--- src/rtl/mdm_pkg.sv ---
package mdm_pkg;
  localparam logic [11:0] A_RATE_EXT = 12'h000;
  localparam logic [11:0] A_RATE_INT = 12'h004;
  localparam logic [11:0] A_SCAN     = 12'h008;
  localparam logic [11:0] A_PARAM    = 12'h23C;
  localparam logic [11:0] A_RDATA    = 12'h240;
  localparam logic [11:0] A_ADDR     = 12'h244;
  localparam logic [11:0] A_CTRL     = 12'h248;
  localparam logic [11:0] A_STAT     = 12'h24C;
  localparam logic [31:0] PARAM_MASK = 32'h23FF_FFFF;
  localparam int unsigned FRAME_BITS = 64;
  localparam int unsigned TA_FIRST   = 46;
  localparam int unsigned DATA_FIRST = 48;

  // 64-bit frame, bit 63 launched first
  function automatic logic [63:0] frame_word(input logic c45, input logic rd, input logic aph,
                                             input logic [4:0] phy, input logic [4:0] regf,
                                             input logic [15:0] val);
    logic [1:0] st, op;
    st = c45 ? 2'b00 : 2'b01;
    if (!c45)     op = rd ? 2'b10 : 2'b01;
    else if (aph) op = 2'b00;
    else          op = rd ? 2'b11 : 2'b01;
    return {32'hFFFF_FFFF, st, op, phy, regf, 2'b10, val};
  endfunction
endpackage

--- src/rtl/mdm_regs.sv ---
module mdm_regs import mdm_pkg::*; #(
  parameter int unsigned AW = 12
) (
  input  logic          clk_i,
  input  logic          rst_ni,
  input  logic          we_i,
  input  logic [AW-1:0] addr_i,
  input  logic [31:0]   wdata_i,
  input  logic          done_i,
  input  logic [15:0]   rdat_i,
  output logic [31:0]   rdata_o,
  output logic [31:0]   rate_ext_o,
  output logic [31:0]   rate_int_o,
  output logic [31:0]   param_o,
  output logic [31:0]   addr_o,
  output logic          own_o,
  output logic          cmd_wr_o
);
  always_ff @(posedge clk_i or negedge rst_ni) begin
    if (!rst_ni) begin
      rate_ext_o <= 32'd2;
      rate_int_o <= 32'd2;
      param_o    <= '0;
      addr_o     <= '0;
      own_o      <= 1'b0;
    end else if (we_i) begin
      if (addr_i == AW'(A_RATE_EXT)) rate_ext_o <= wdata_i;
      if (addr_i == AW'(A_RATE_INT)) rate_int_o <= wdata_i;
      if (addr_i == AW'(A_SCAN))     own_o      <= wdata_i[28];
      if (addr_i == AW'(A_PARAM))    param_o    <= wdata_i & PARAM_MASK;
      if (addr_i == AW'(A_ADDR))     addr_o     <= wdata_i;
    end
  end

  assign cmd_wr_o = we_i && (addr_i == AW'(A_CTRL));

  always_comb begin
    rdata_o = '0;
    if      (addr_i == AW'(A_RATE_EXT)) rdata_o = rate_ext_o;
    else if (addr_i == AW'(A_RATE_INT)) rdata_o = rate_int_o;
    else if (addr_i == AW'(A_SCAN))     rdata_o = {3'b0, own_o, 28'b0};
    else if (addr_i == AW'(A_PARAM))    rdata_o = param_o;
    else if (addr_i == AW'(A_RDATA))    rdata_o = {16'b0, rdat_i};
    else if (addr_i == AW'(A_ADDR))     rdata_o = addr_o;
    else if (addr_i == AW'(A_STAT))     rdata_o = {31'b0, done_i};
  end
endmodule

--- src/rtl/mdm_rate.sv ---
module mdm_rate (
  input  logic        clk_i,
  input  logic        rst_ni,
  input  logic        load_i,
  input  logic        run_i,
  input  logic [15:0] div_i,
  input  logic [15:0] dvd_i,
  output logic        mdc_o,
  output logic        bit_end_o,
  output logic        sample_o
);
  logic [31:0] per_d, per_q, half_q, cnt_q;

  always_comb begin
    per_d = {16'b0, div_i} * ({16'b0, dvd_i} + 32'd1);
    if (per_d < 32'd2) per_d = 32'd2;
  end

  always_ff @(posedge clk_i or negedge rst_ni) begin
    if (!rst_ni) begin
      per_q  <= 32'd2;
      half_q <= 32'd1;
      cnt_q  <= '0;
    end else if (load_i) begin
      per_q  <= per_d;
      half_q <= per_d >> 1;
      cnt_q  <= '0;
    end else if (run_i) begin
      cnt_q <= bit_end_o ? '0 : cnt_q + 32'd1;
    end else begin
      cnt_q <= '0;
    end
  end

  // low half first: MDC falls at bit start, rises at mid-bit
  assign mdc_o     = cnt_q >= half_q;
  assign bit_end_o = run_i && (cnt_q == per_q - 32'd1);
  assign sample_o  = run_i && (cnt_q == half_q);
endmodule

--- src/rtl/mdm_engine.sv ---
module mdm_engine import mdm_pkg::*; #(
  parameter int unsigned SW = 3
) (
  input  logic          clk_i,
  input  logic          rst_ni,
  input  logic          cmd_wr_i,
  input  logic [31:0]   cmd_i,
  input  logic          c45_i,
  input  logic [4:0]    phy_i,
  input  logic [4:0]    regf_i,
  input  logic [15:0]   wdata_i,
  input  logic [15:0]   addr16_i,
  input  logic [SW-1:0] seg_i,
  input  logic          bit_end_i,
  input  logic          sample_i,
  input  logic          mdio_in_i,
  output logic          start_o,
  output logic          busy_o,
  output logic          done_o,
  output logic [SW-1:0] seg_o,
  output logic          bit_o,
  output logic          oe_o,
  output logic [15:0]   rdata_o
);
  logic        c45_q, rd_q, aph_q;
  logic [5:0]  bidx_q;
  logic [4:0]  phy_q, regf_q;
  logic [15:0] wd_q, ad_q;
  logic [63:0] fw;
  logic        abort, in_data;

  assign start_o = cmd_wr_i && !busy_o && (cmd_i == 32'd1 || cmd_i == 32'd2);
  assign abort   = cmd_wr_i && (cmd_i == 32'd0);
  assign in_data = rd_q && !aph_q;

  always_ff @(posedge clk_i or negedge rst_ni) begin
    if (!rst_ni) begin
      busy_o <= 1'b0; done_o <= 1'b0; c45_q <= 1'b0; rd_q <= 1'b0; aph_q <= 1'b0;
      bidx_q <= '0; phy_q <= '0; regf_q <= '0; wd_q <= '0; ad_q <= '0;
      seg_o <= '0; rdata_o <= '0;
    end else if (abort) begin
      busy_o <= 1'b0;
      done_o <= 1'b0;
    end else if (start_o) begin
      busy_o <= 1'b1; done_o <= 1'b0; bidx_q <= '0;
      c45_q <= c45_i; aph_q <= c45_i; rd_q <= cmd_i[1];
      phy_q <= phy_i; regf_q <= regf_i; wd_q <= wdata_i; ad_q <= addr16_i;
      seg_o <= seg_i;
    end else if (busy_o) begin
      if (sample_i && in_data && bidx_q >= 6'(DATA_FIRST))
        rdata_o <= {rdata_o[14:0], mdio_in_i};
      if (bit_end_i) begin
        if (bidx_q == 6'(FRAME_BITS - 1)) begin
          bidx_q <= '0;
          if (aph_q) aph_q <= 1'b0;
          else begin
            busy_o <= 1'b0;
            done_o <= 1'b1;
          end
        end else begin
          bidx_q <= bidx_q + 6'd1;
        end
      end
    end
  end

  assign fw    = frame_word(c45_q, rd_q, aph_q, phy_q, regf_q, aph_q ? ad_q : wd_q);
  assign bit_o = fw[6'd63 - bidx_q];
  assign oe_o  = busy_o && !(in_data && bidx_q >= 6'(TA_FIRST));
endmodule

--- src/rtl/mdio_mux_master.sv ---
module mdio_mux_master import mdm_pkg::*; #(
  parameter int unsigned SEG_PER_SIDE = 4,
  parameter int unsigned AW           = 12
) (
  input  logic                      clk_i,
  input  logic                      rst_ni,
  input  logic                      reg_we_i,
  input  logic [AW-1:0]             reg_addr_i,
  input  logic [31:0]               reg_wdata_i,
  output logic [31:0]               reg_rdata_o,
  output logic [2*SEG_PER_SIDE-1:0] mdc_o,
  output logic [2*SEG_PER_SIDE-1:0] mdio_o,
  output logic [2*SEG_PER_SIDE-1:0] mdio_oe_o,
  input  logic [2*SEG_PER_SIDE-1:0] mdio_i,
  output logic                      ext_own_o
);
  localparam int unsigned NSEG = 2 * SEG_PER_SIDE;
  localparam int unsigned SW   = $clog2(NSEG);
  localparam int unsigned IDW  = $clog2(SEG_PER_SIDE);

  logic [31:0]   rate_ext, rate_int, par_q, adr_q;
  logic          cmd_wr, done, busy, mdc_lvl, bit_end, sample, start, line_bit, line_oe, in_bit;
  logic [15:0]   rdat, div_sel, dvd_sel;
  logic [SW-1:0] seg_new, seg_cur;
  logic          int_sel, c45;
  logic [IDW-1:0] bus_id;

  assign int_sel = par_q[25];
  assign c45     = par_q[21];
  assign bus_id  = par_q[22 +: IDW];
  assign seg_new = int_sel ? SW'(bus_id) : SW'(SEG_PER_SIDE) + SW'(bus_id);
  assign div_sel = int_sel ? rate_int[15:0]  : rate_ext[15:0];
  assign dvd_sel = int_sel ? rate_int[31:16] : rate_ext[31:16];
  assign in_bit  = mdio_i[seg_cur];

  mdm_regs #(.AW(AW)) u_regs (
    .clk_i, .rst_ni, .we_i(reg_we_i), .addr_i(reg_addr_i), .wdata_i(reg_wdata_i),
    .done_i(done), .rdat_i(rdat), .rdata_o(reg_rdata_o), .rate_ext_o(rate_ext),
    .rate_int_o(rate_int), .param_o(par_q), .addr_o(adr_q), .own_o(ext_own_o),
    .cmd_wr_o(cmd_wr)
  );

  mdm_rate u_rate (
    .clk_i, .rst_ni, .load_i(start), .run_i(busy), .div_i(div_sel), .dvd_i(dvd_sel),
    .mdc_o(mdc_lvl), .bit_end_o(bit_end), .sample_o(sample)
  );

  mdm_engine #(.SW(SW)) u_eng (
    .clk_i, .rst_ni, .cmd_wr_i(cmd_wr), .cmd_i(reg_wdata_i), .c45_i(c45),
    .phy_i(par_q[20:16]), .regf_i(c45 ? adr_q[20:16] : adr_q[4:0]),
    .wdata_i(par_q[15:0]), .addr16_i(adr_q[15:0]), .seg_i(seg_new),
    .bit_end_i(bit_end), .sample_i(sample), .mdio_in_i(in_bit),
    .start_o(start), .busy_o(busy), .done_o(done), .seg_o(seg_cur),
    .bit_o(line_bit), .oe_o(line_oe), .rdata_o(rdat)
  );

  for (genvar s = 0; s < NSEG; s++) begin : g_seg
    logic act;
    assign act          = busy && (seg_cur == SW'(s));
    assign mdc_o[s]     = act ? mdc_lvl : 1'b1;
    assign mdio_oe_o[s] = act && line_oe;
    assign mdio_o[s]    = (act && line_oe) ? line_bit : 1'b1;
  end
endmodule

--- config.mk ---
export PLATFORM = sky130hd
export DESIGN_NAME = mdio_mux_master
export DESIGN_NICKNAME = d
export VERILOG_FILES = /design/src/rtl/mdm_pkg.sv /design/src/rtl/mdm_regs.sv /design/src/rtl/mdm_rate.sv /design/src/rtl/mdm_engine.sv /design/src/rtl/mdio_mux_master.sv
export SDC_FILE = /design/constraint.sdc
export NUM_CORES = 1
export LEC_CHECK = 0
export BUFFER_PORTS_ARGS = -buffer_cell sky130_fd_sc_hd__buf_4
export CAP_MARGIN = 30
export CORE_ASPECT_RATIO = 0.75
export CORE_MARGIN = 2
export CORE_UTILIZATION = 60
export CTS_BUF_LIST = sky130_fd_sc_hd__clkbuf_16
export DETAILED_ROUTE_END_ITERATION = 6
export PLACE_DENSITY = 0.89
export SYNTH_ARGS = -nofsm -noshare
export SYNTH_HDL_FRONTEND = slang
export SYNTH_HIERARCHICAL = 1
export SYNTH_SLANG_ARGS = --single-unit
--- constraint.sdc ---
create_clock -name clk_i -period 11.8 [get_ports clk_i]
set_input_delay 2.95 -clock clk_i [delete_from_list [all_inputs] [get_ports clk_i]]
set_output_delay 2.95 -clock clk_i [all_outputs]
set_load 0.01 [all_outputs]
======== Word level (Yosys, flattened, before mapping) ========
Cells that the tools add are included.
storage, ports and cells
  memory bits (read-only) ................. 0
  latch bits .............................. 0
  register bits after elaboration ......... 291
  memory bits (writable) .................. 0
  output and inout port bits .............. 57
  memories kept ........................... 0
  word-level logic and storage cells ...... 166
  input port bits ......................... 55
cells by class
  multiplexer cells ....................... 61
  bitwise operators ....................... 2
  multiply operators ...................... 1
  reductions and logical operators ........ 50
  $lt $le $gt $ge ......................... 6
  div/mod/pow operators ................... 0
  equality and inequality tests ........... 20
  shift-type cells ........................ 0
  $add $sub $neg .......................... 6
operators with widths
  cell                                                                            count
  32-bit two-way mux                                                              10
  12-bit by 10-bit equality test with 1-bit output (second input constant)        5
  16-bit two-way mux                                                              3
  1-bit two-way mux                                                               36
  32-bit by 1-bit adder with 32-bit output (second input constant)                1
  32-bit by 1-bit equality test with 1-bit output (second input constant)         1
  32-bit by 2-bit equality test with 1-bit output (second input constant)         1
  32-bit by 31-bit equality test with 1-bit output                                1
  32-bit equality test                                                            1
  32-bit by 31-bit greater-or-equal comparator with 1-bit output                  1
  32-bit logical NOT                                                              1
  32-bit by 2-bit less-than comparator with 1-bit output (second input constant)  1
  16-bit by 32-bit multiplier with 32-bit output                                  1
  32-bit by 1-bit subtractor with 32-bit output (second input constant)           1
  1-bit logical AND                                                               27
  6-bit two-way mux                                                               4
  16-bit by 1-bit adder with 17-bit output (second input constant)                1
  12-bit by 3-bit equality test with 1-bit output (second input constant)         1
  12-bit by 4-bit equality test with 1-bit output (second input constant)         1
  3-bit equality test (second input constant)                                     4
  6-bit greater-or-equal comparator (second input constant)                       2
  12-bit logical NOT                                                              1
  2-bit AND reduction                                                             6
  4-bit AND reduction                                                             3
  other kinds (21)                                                                32

======== Logic depth before layout (Yosys ltp) ========
Gate-level depths: netlist (run 1).
  depth after elaboration ................. 8
  mapped depth ............................ 33
  mapped depth without buffers ............ 28

======== Modules after synthesis ========
The synthesis (run 1) kept the hierarchy.
by module, submodules not included
  module           area each (sq um)  seq. area each (sq um)  times used  cells each
  mdm_rate         14357.5            1602.8                  1           1706
  mdm_regs         5805.6             3105.5                  1           435
  mdm_engine       3413.3             1801.7                  1           244
  mdio_mux_master  720.7              0.0                     1           86

======== Least setup slack after synthesis (run 1) ========
OpenSTA, ideal clock, no wires.
  path type ............................... register to register
  start ................................... register u_regs.param_o[25]
  end ..................................... register u_rate.per_q[0]
  clock period less this slack ............ 8.428 ns
  buffers on the path ..................... 4
  library setup time ...................... 0.119 ns
  stages on the path, launching flop included .. 33
  setup slack ............................. 3.372 ns
  arrival time ............................ 8.309 ns
  required time ........................... 11.681 ns
  cell sequence ........................... dfrtp_1 -> clkbuf_1 -> buf_2 -> mux2_1 -> ha_1 -> nand2_1 -> nor2_1 -> and3_1 -> xor2_1 -> clkbuf_1 -> nand2_1 -> fa_1 -> fa_1 -> inv_1 -> fa_1 -> inv_1 -> fa_1 -> inv_1 -> fa_1 -> inv_1 -> fa_1 -> inv_1 -> ha_1 -> clkbuf_1 -> a211o_1 -> a2111oi_0 -> a211oi_1 -> a31oi_1 -> or4bb_1 -> or4b_1 -> a2111oi_4 -> nand4b_1 -> and2_1
between the ends
  longest elaborated chain between the ends .. 5
  elaborated cells on any way between the ends .. 6
  classes of those cells .................. add/sub (1); mul (1); order compare (1); mux (3)
RTL lines
  item                                                    RTL line               source
  start: declaration                                      mdm_regs.sv:14         output logic [31:0] param_o,
  start signal: assignment                                mdm_regs.sv:30         if (addr_i == AW'(A_PARAM)) param_o <= wdata_i & PARAM_MASK;
  16-bit two-way mux *                                    mdio_mux_master.sv:33  assign dvd_sel = int_sel ? rate_int[31:16] : rate_ext[31:16];
  via dvd_sel[0]                                          mdio_mux_master.sv:23  logic [15:0] rdat, div_sel, dvd_sel;
  16-bit by 1-bit adder with 17-bit output *              mdm_rate.sv:15         per_d = {16'b0, div_i} * ({16'b0, dvd_i} + 32'd1);
  16-bit by 32-bit multiplier with 32-bit output *        mdm_rate.sv:15
  32-bit by 2-bit less-than comparator with 1-bit output  mdm_rate.sv:16         if (per_d < 32'd2) per_d = 32'd2;
  32-bit two-way mux *                                    mdm_rate.sv:16
  end signal: assignment                                  mdm_rate.sv:25         per_q <= per_d;
  end: declaration                                        mdm_rate.sv:12         logic [31:0] per_d, per_q, half_q, cnt_q;
Mark *: on every way through the listed nets, which the timed path passes. The rest lies on a longest branch.
A chain may end at the register's enable or synchronous reset.

======== Worst setup path after layout (run 1) ========
Same ends and word-level chain as after synthesis.

==> results.md, run 1 <==
* CTS clk-pin slew, worst paths at 0.07 ns
* Cells after Synth at 2,465
* Post-CTS Setup Bufs at 0
* Worst slew margin relative to its limit at 25.3%
* Slew Limit Fails at 0
* RSZ-0062 raised after global routing: no
* Period utilization at 78.1%
* P per Cell Area at 69.0 nW/µm²
* Nature of the critical path startpoint: flop
* Post-route cell area at 26,300 µm²
* Die W at 236 µm
* First-pass GRT wire length at 108,000 µm
* CP startpoint: u_regs/param_o[25]
* Min Tclk post-route at 9.21 ns
* CTS Buf Count at 25
* Synthesized area at 24,300 µm²
* Final hold violation count at 0
* HPWL Detailed at 49,100 µm
* Syn nets at 2,863
* Final count of negative-setup-slack endpoints at 0
* I/O pin cnt at 112
* Worst path arrival time at 9.66 ns
* First-pass DRT Iterations at 7
* Multi-input logic area at 16,000 µm²
* TNS Setup at 0 ns
* GP Congestion at 0.954
* Initial antenna violation count at 0
* Clk_lat worst skew at 0.57 ns
* Final total power at 1.81 mW
* Post-route ant nets at 0
* Overall die height at 178 µm
* Violated checks: design-rule violations
* Yosys warning count at 6
* Critical Path End Type: flop
* Slew @ Worst Pin at 1.11 ns
* DRT Wirelength at 66,800 µm
* Largest net degree at the start of global routing at 122
* ANT cells at 0
* Port-buffer cells at 111
* Die area at 42,100 µm²
* Hold Crit Class: flop to flop
* Maxcap violations at 0
* Tot GR Track Use at 32.2%
* FF-to-FF Start: u_regs/param_o[25]
* R2R Setup Slk at 2.59 ns
* Vias in the first global route at 20,332
* Root Driver: clkbuf_16
* Dpl ws at 2.81 ns
* CTS H-Tree Depth at 1
* Reg-to-reg endpoint: u_rate/per_q[0]
* Via Count at 19,495
* Critical path fanouts, max at 19
* Syn avg cell area at 9.84 µm²
* CTS max path bufs at 3
* Placed cells at 2,998
* GR Overflow Total at 0
* Critical Path End: u_rate/per_q[0]
* Placed Area at 25,400 µm²
* Lkg Pwr at 12.9 nW
* CP Data Required Time at 12.24 ns
* PostCTS Resize Cnt at 0
* Sequential cell area at 6510 µm²
* CTS tree: built
* FP Rows at 63
* FILL cells at 2,873
* Share of cells above drive strength 1 at 16.3%
* Highest achievable clock rate at 109 MHz
* Worst Reg-to-Reg Cells at 27
* Drt drc at 1
* WHS Path Cells at 1
* Worst ir drop on vdd at 0.000116 V
* Syn-to-layout area delta at 8.27%
* DR iter-0 viols at 2,458
* # nets final at 2,905
* Core box area at 39,700 µm²
* Initial core utilization at 61.1%
* Outcome: finished with violations
* PnR worst setup slack at 2.59 ns
* Type of the worst setup path: flop to flop
* Routed length per instance at 21.9 µm
* Post-Layout Cell Count at 3,046
* Hold buffers post-CTS at 0
* Vias per inst at 6.40
* Clk sinks at 260
* Clock skew at 0.0228 ns
-- state kept, by name, summed over array words and instances (netlist names) --
signal             count
u_regs/param_o        27
u_eng/seg_o            3
u_eng/busy_o           1
u_regs/rate_ext_o     32
u_eng/aph_q            1
u_eng/rdata_o         16
u_eng/wd_q            16
u_regs/addr_o         32
u_eng/bidx_q           6
u_eng/c45_q            1
u_eng/phy_q            5
u_eng/rd_q             1
u_eng/regf_q           5
u_rate/per_q          32
u_eng/ad_q            16
u_rate/cnt_q          32
u_eng/done_o           1
u_regs/rate_int_o     32
u_regs/own_o           1
-- worst min-delay path by stage --
stage / from / end
2_1_floorplan: u_eng/rdata_o[15] / u_eng/rdata_o[15]
3_3_place_gp: u_eng/rdata_o[15] / u_eng/rdata_o[15]
3_5_place_dp: u_eng/rdata_o[15] / u_eng/rdata_o[15]
4_1_cts: u_eng/rdata_o[15] / u_eng/rdata_o[15]
5_1_grt: u_eng/ad_q[4] / u_eng/ad_q[4]
6_report: u_eng/rdata_o[15] / u_eng/rdata_o[15]
-- power by group --
| part | total [mW] | internal, mW | switching [mW] |
|---|---|---|---|
| registers | 0.895 | 0.893 | 0.00176 |
| clock network | 0.851 | 0.480 | 0.371 |
| logic | 0.0672 | 0.0215 | 0.0457 |
| total | 1.81 | 1.39 | 0.418 |
-- critical path, cell delays in order, from the launching register on --
cell and delay, ns:
dfrtp_1 0.40, mux2_1 0.70, ha_1 0.35, nand2_1 0.11, nor2_1 0.20, xor2_1 0.71, buf_6 0.25, nand2_1 0.10
fa_1 0.57, inv_1 0.06, fa_1 0.50, inv_1 0.05, fa_1 0.48, inv_1 0.07, fa_1 0.52, fa_1 0.54
inv_1 0.06, fa_1 0.54, inv_1 0.05, ha_1 0.41, and4_1 0.27, a211o_1 0.36, a31oi_1 0.18, or4bb_1 0.41
or4b_1 0.57, a2111oi_4 0.21, nand4b_1 0.22, and2_1 0.21
-- through the flow --
| step | util, % | hold WS [ns] |
|---|---|---|
| finish | 66.1 | 0.507 |
| global placement | 63.8 | 0.476 |
| CTS | 66.0 | 0.503 |
| detailed placement | 63.8 | 0.489 |
| global route | 66.1 | 0.523 |
| floorplan | - | 0.464 |
-- cells in the final DEF (no fill, tap or decap), types with 34 or more instances in the layout --
master and count:
nor2_1 98, xor2_1 47, ha_1 136, a21oi_1 56, mux2_2 168, fa_1 207
nand4_1 34, xnor2_1 55, mux2_1 43, inv_1 298, buf_4 136, dfrtp_1 257
and2_1 120, o21ai_0 79, nand3_1 54, nand2_1 256
-- final cells by class --
type	instances	share of cell area (%)
inverters	299	4.27
clock inverters	21	0.877
multi-input cells	1781	61.1
repair buffers	140	4.15
flip-flops and latches	260	24.8
well taps	520	2.48
clock buffers	25	2.38
-- metal layers --
metal  global-route usage (%)  routed length [µm]
met5                        0                   0
met3                     8.77                7650
met1                     42.8               26300
met4                     10.7                2510
met2                     51.6               30300
Note: power is estimated with default switching activity, not from simulation.
==> run 2: changes to the inputs <==
- clock period: 11.8 -> 8.6 ns (I/O delays scaled with it)
==> results.md, run 2 (synthesis results as in run 1) <==
* Vias per inst at 6.49 (+1.4%)
* Initial core utilization at 61.1% (unchanged)
* Clock skew at 0.0470 ns (+0.0242 ns)
* Slew Limit Fails at 0 (unchanged)
* Hold Crit Start: u_regs/addr_o[30]
* Type of the worst setup path: flop to flop
* Hold Crit Class: flop to flop
* Critical Path End Type: flop
* Worst ir drop on vdd at 0.000123 V (+6.3%)
* WHS Path Cells at 1 (unchanged)
* Worst Reg-to-Reg Cells at 30 (+11%)
* Slowest stage delay, CP at 0.57 ns (-0.14 ns)
* FP Rows at 63 (unchanged)
* First-pass DRT Iterations at 7 (unchanged)
* CTS H-Tree Depth at 1 (unchanged)
* Slowest-stage cell, CP: or4_4
* GP Congestion at 0.976 (+2.3%)
* Hold buffers post-CTS at 0 (unchanged)
* Clk_lat worst skew at 0.58 ns (about the same)
* Lkg Pwr at 13.1 nW (+1.7%)
* Port-buffer cells at 111 (unchanged)
* Initial antenna violation count at 1 (+1)
* Root Driver: clkbuf_16
* Commonest non-fill, non-tap cell in the layout: inv_1
* Final hold violation count at 0 (unchanged)
* Die area at 42,100 µm² (unchanged)
* Final count of negative-setup-slack endpoints at 0 (unchanged)
* Largest net degree at the start of global routing at 205 (+68%)
* I/O pin cnt at 112 (unchanged)
* DRT Wirelength at 70,200 µm (+5.2%)
* HPWL Detailed at 49,500 µm (+0.92%)
* NetSw at 0.582 mW (+39%)
* Maxcap violations at 0 (unchanged)
* Net Sw Frac at 23.7% (+0.57 points)
* CTS max path bufs at 3 (unchanged)
* Most frequent cells in the layout: inv_1, dfrtp_1, nand2_1
* Highest achievable clock rate at 118 MHz (+8.7%)
* Syn-to-layout area delta at 9.87%
* CTS tree: built
* Overall die height at 178 µm (unchanged)
* PnR worst setup slack at 0.120 ns (-2.47 ns)
* Min Tclk post-route at 8.48 ns (-0.734 ns)
* Flop pwr share at 49.9% (+0.5 points)
* R2R Setup Slk at 0.12 ns (-2.47 ns)
* Post-route ant nets at 0 (unchanged)
* Internal at 1.88 mW (+35%)
* Share of cells above drive strength 1 at 18.3% (+2.0 points)
* Worst path arrival time at 8.91 ns (-0.75 ns)
* Period utilization at 98.6% (+21 points)
* Combinational Power Share at 3.8% (about the same)
* Critical path fanouts, max at 18 (-1)
* Worst path most repeated cell: fa_1
* First-pass GRT wire length at 111,000 µm (+2.4%)
* Worst slew margin relative to its limit at 25.9% (+0.56 points)
* GR Overflow Total at 0 (unchanged)
* Nature of the critical path startpoint: flop
* CTS Buf Count at 25 (unchanged)
* Routed length per instance at 22.8 µm (+4.0%)
* Dpl ws at -0.192 ns (-3.00 ns)
* Drt drc at 0 (-1)
* Slew @ Worst Pin at 1.11 ns (+0.00560 ns)
* Tot GR Track Use at 33.0% (+0.76 points)
* Final Core Density at 67.1% (+0.98 points)
* FF-to-FF Start: u_regs/param_o[25]
* # nets final at 2,939 (+1.2%)
* Worst Hold End: u_regs/addr_o[30]
* Clock power frac at 46.3% (-0.6 points)
* Clk sinks at 260 (unchanged)
* DR iter-0 viols at 2,246 (-8.6%)
* Outcome: complete, no violations
* CP Data Required Time at 9.03 ns (-3.21 ns)
* Reg-to-reg endpoint: u_rate/per_q[0]
* Core box area at 39,700 µm² (unchanged)
* Vias in the first global route at 20,406 (+0.36%)
* Via Count at 20,003 (+2.6%)
* CTS clk-pin slew, worst paths at 0.07 ns (about the same)
* Die W at 236 µm (unchanged)
* P per Cell Area at 92.4 nW/µm² (+34%)
-- run 2: changes by cell type in the layout (fill, tap and decap cells not counted), moves of 4 or more --
| cell | previous run | this run |
|---|---|---|
| a21oi_1 | 56 | 52 |
| buf_6 | 1 | 8 |
| buf_4 | 136 | 161 |
| a21oi_2 | 0 | 4 |
| inv_1 | 298 | 302 |
| ha_2 | 0 | 6 |
| ha_1 | 136 | 130 |
| xnor2_1 | 55 | 51 |
-- run 2: cell type report --
class | instances | area [µm²]
Fill cell | 2803 | 13100
Tap cell | 520 | 651
Inverter | 299 | 1120
Sequential cell | 260 | 6510
Clock buffer | 25 | 626
Timing Repair Buffer | 174 | 1370
Antenna cell | 1 | 2.50
Multi-Input combinational cell | 1781 | 16200
Clock inverter | 21 | 186
-- run 2: layer usage --
layer	track usage [%]	vias up	wire [µm]
li1	-	8511	-
met1	43.8	9857	27400
met2	52.9	1353	32000
met3	8.67	282	7790
met4	11.2	0	3110
met5	0	-	0
-- run 2: worst max-delay path by stage --
stage / startpoint / endpoint / slack, ns / cells past startpoint
2_1_floorplan: u_regs/param_o[25] / u_rate/per_q[0] / 0.17 / 32
3_3_place_gp: u_regs/param_o[25] / u_rate/per_q[0] / 0.006 / 28
3_5_place_dp: u_regs/param_o[25] / u_rate/per_q[0] / -0.19 / 27
4_1_cts: u_regs/param_o[25] / u_rate/per_q[0] / 0.02 / 27
5_1_grt: u_regs/param_o[25] / u_rate/per_q[0] / -0.08 / 27
6_report: u_regs/param_o[25] / u_rate/per_q[0] / 0.12 / 30
-- run 2: critical path, delay by kind of cell, from the launching register on --
family	cells	cell delay, ns
flip-flops	1	0.47
multiplexers	1	0.30
adder cells (fa/ha/maj)	7	3.40
AND/OR/NAND/NOR	8	1.83
AO/OA/AOI/OAI	6	1.49
buffers and inverters	7	0.73
XOR/XNOR	1	0.12
-- run 2: per-stage QoR --
stage	cell area [µm²]	hold slack (ns)	TNS [ns]	std cells	total power, mW
after floorplan	24300	0.464	0	2465	1.27
final	26700	0.510	0	3081	2.46
after CTS	26400	0.511	0	3063	2.46
after global placement	25500	0.479	0	3014	1.34
after detailed placement	25500	0.494	-0.302	3017	1.34
after global routing	26600	0.525	-0.0993	3080	2.52
-- run 2: repair_timing --
| item | 4_1_cts | 5_1_grt |
|---|---|---|
| pin swaps | 0 | 5 |
| endpoints found under the setup margin | 2 | 6 |
| resized for setup | 6 | 39 |
| setup buffers | 0 | 16 |
-- run 2: power by group through the flow --
stage	clock, mW	sequential (mW)	combinational, mW
after detailed placement	0	1.25	0.0895
after floorplan	0	1.25	0.0239
final	1.14	1.23	0.0930
after global placement	0	1.25	0.0863
after global routing	1.19	1.23	0.101
after CTS	1.14	1.23	0.0907
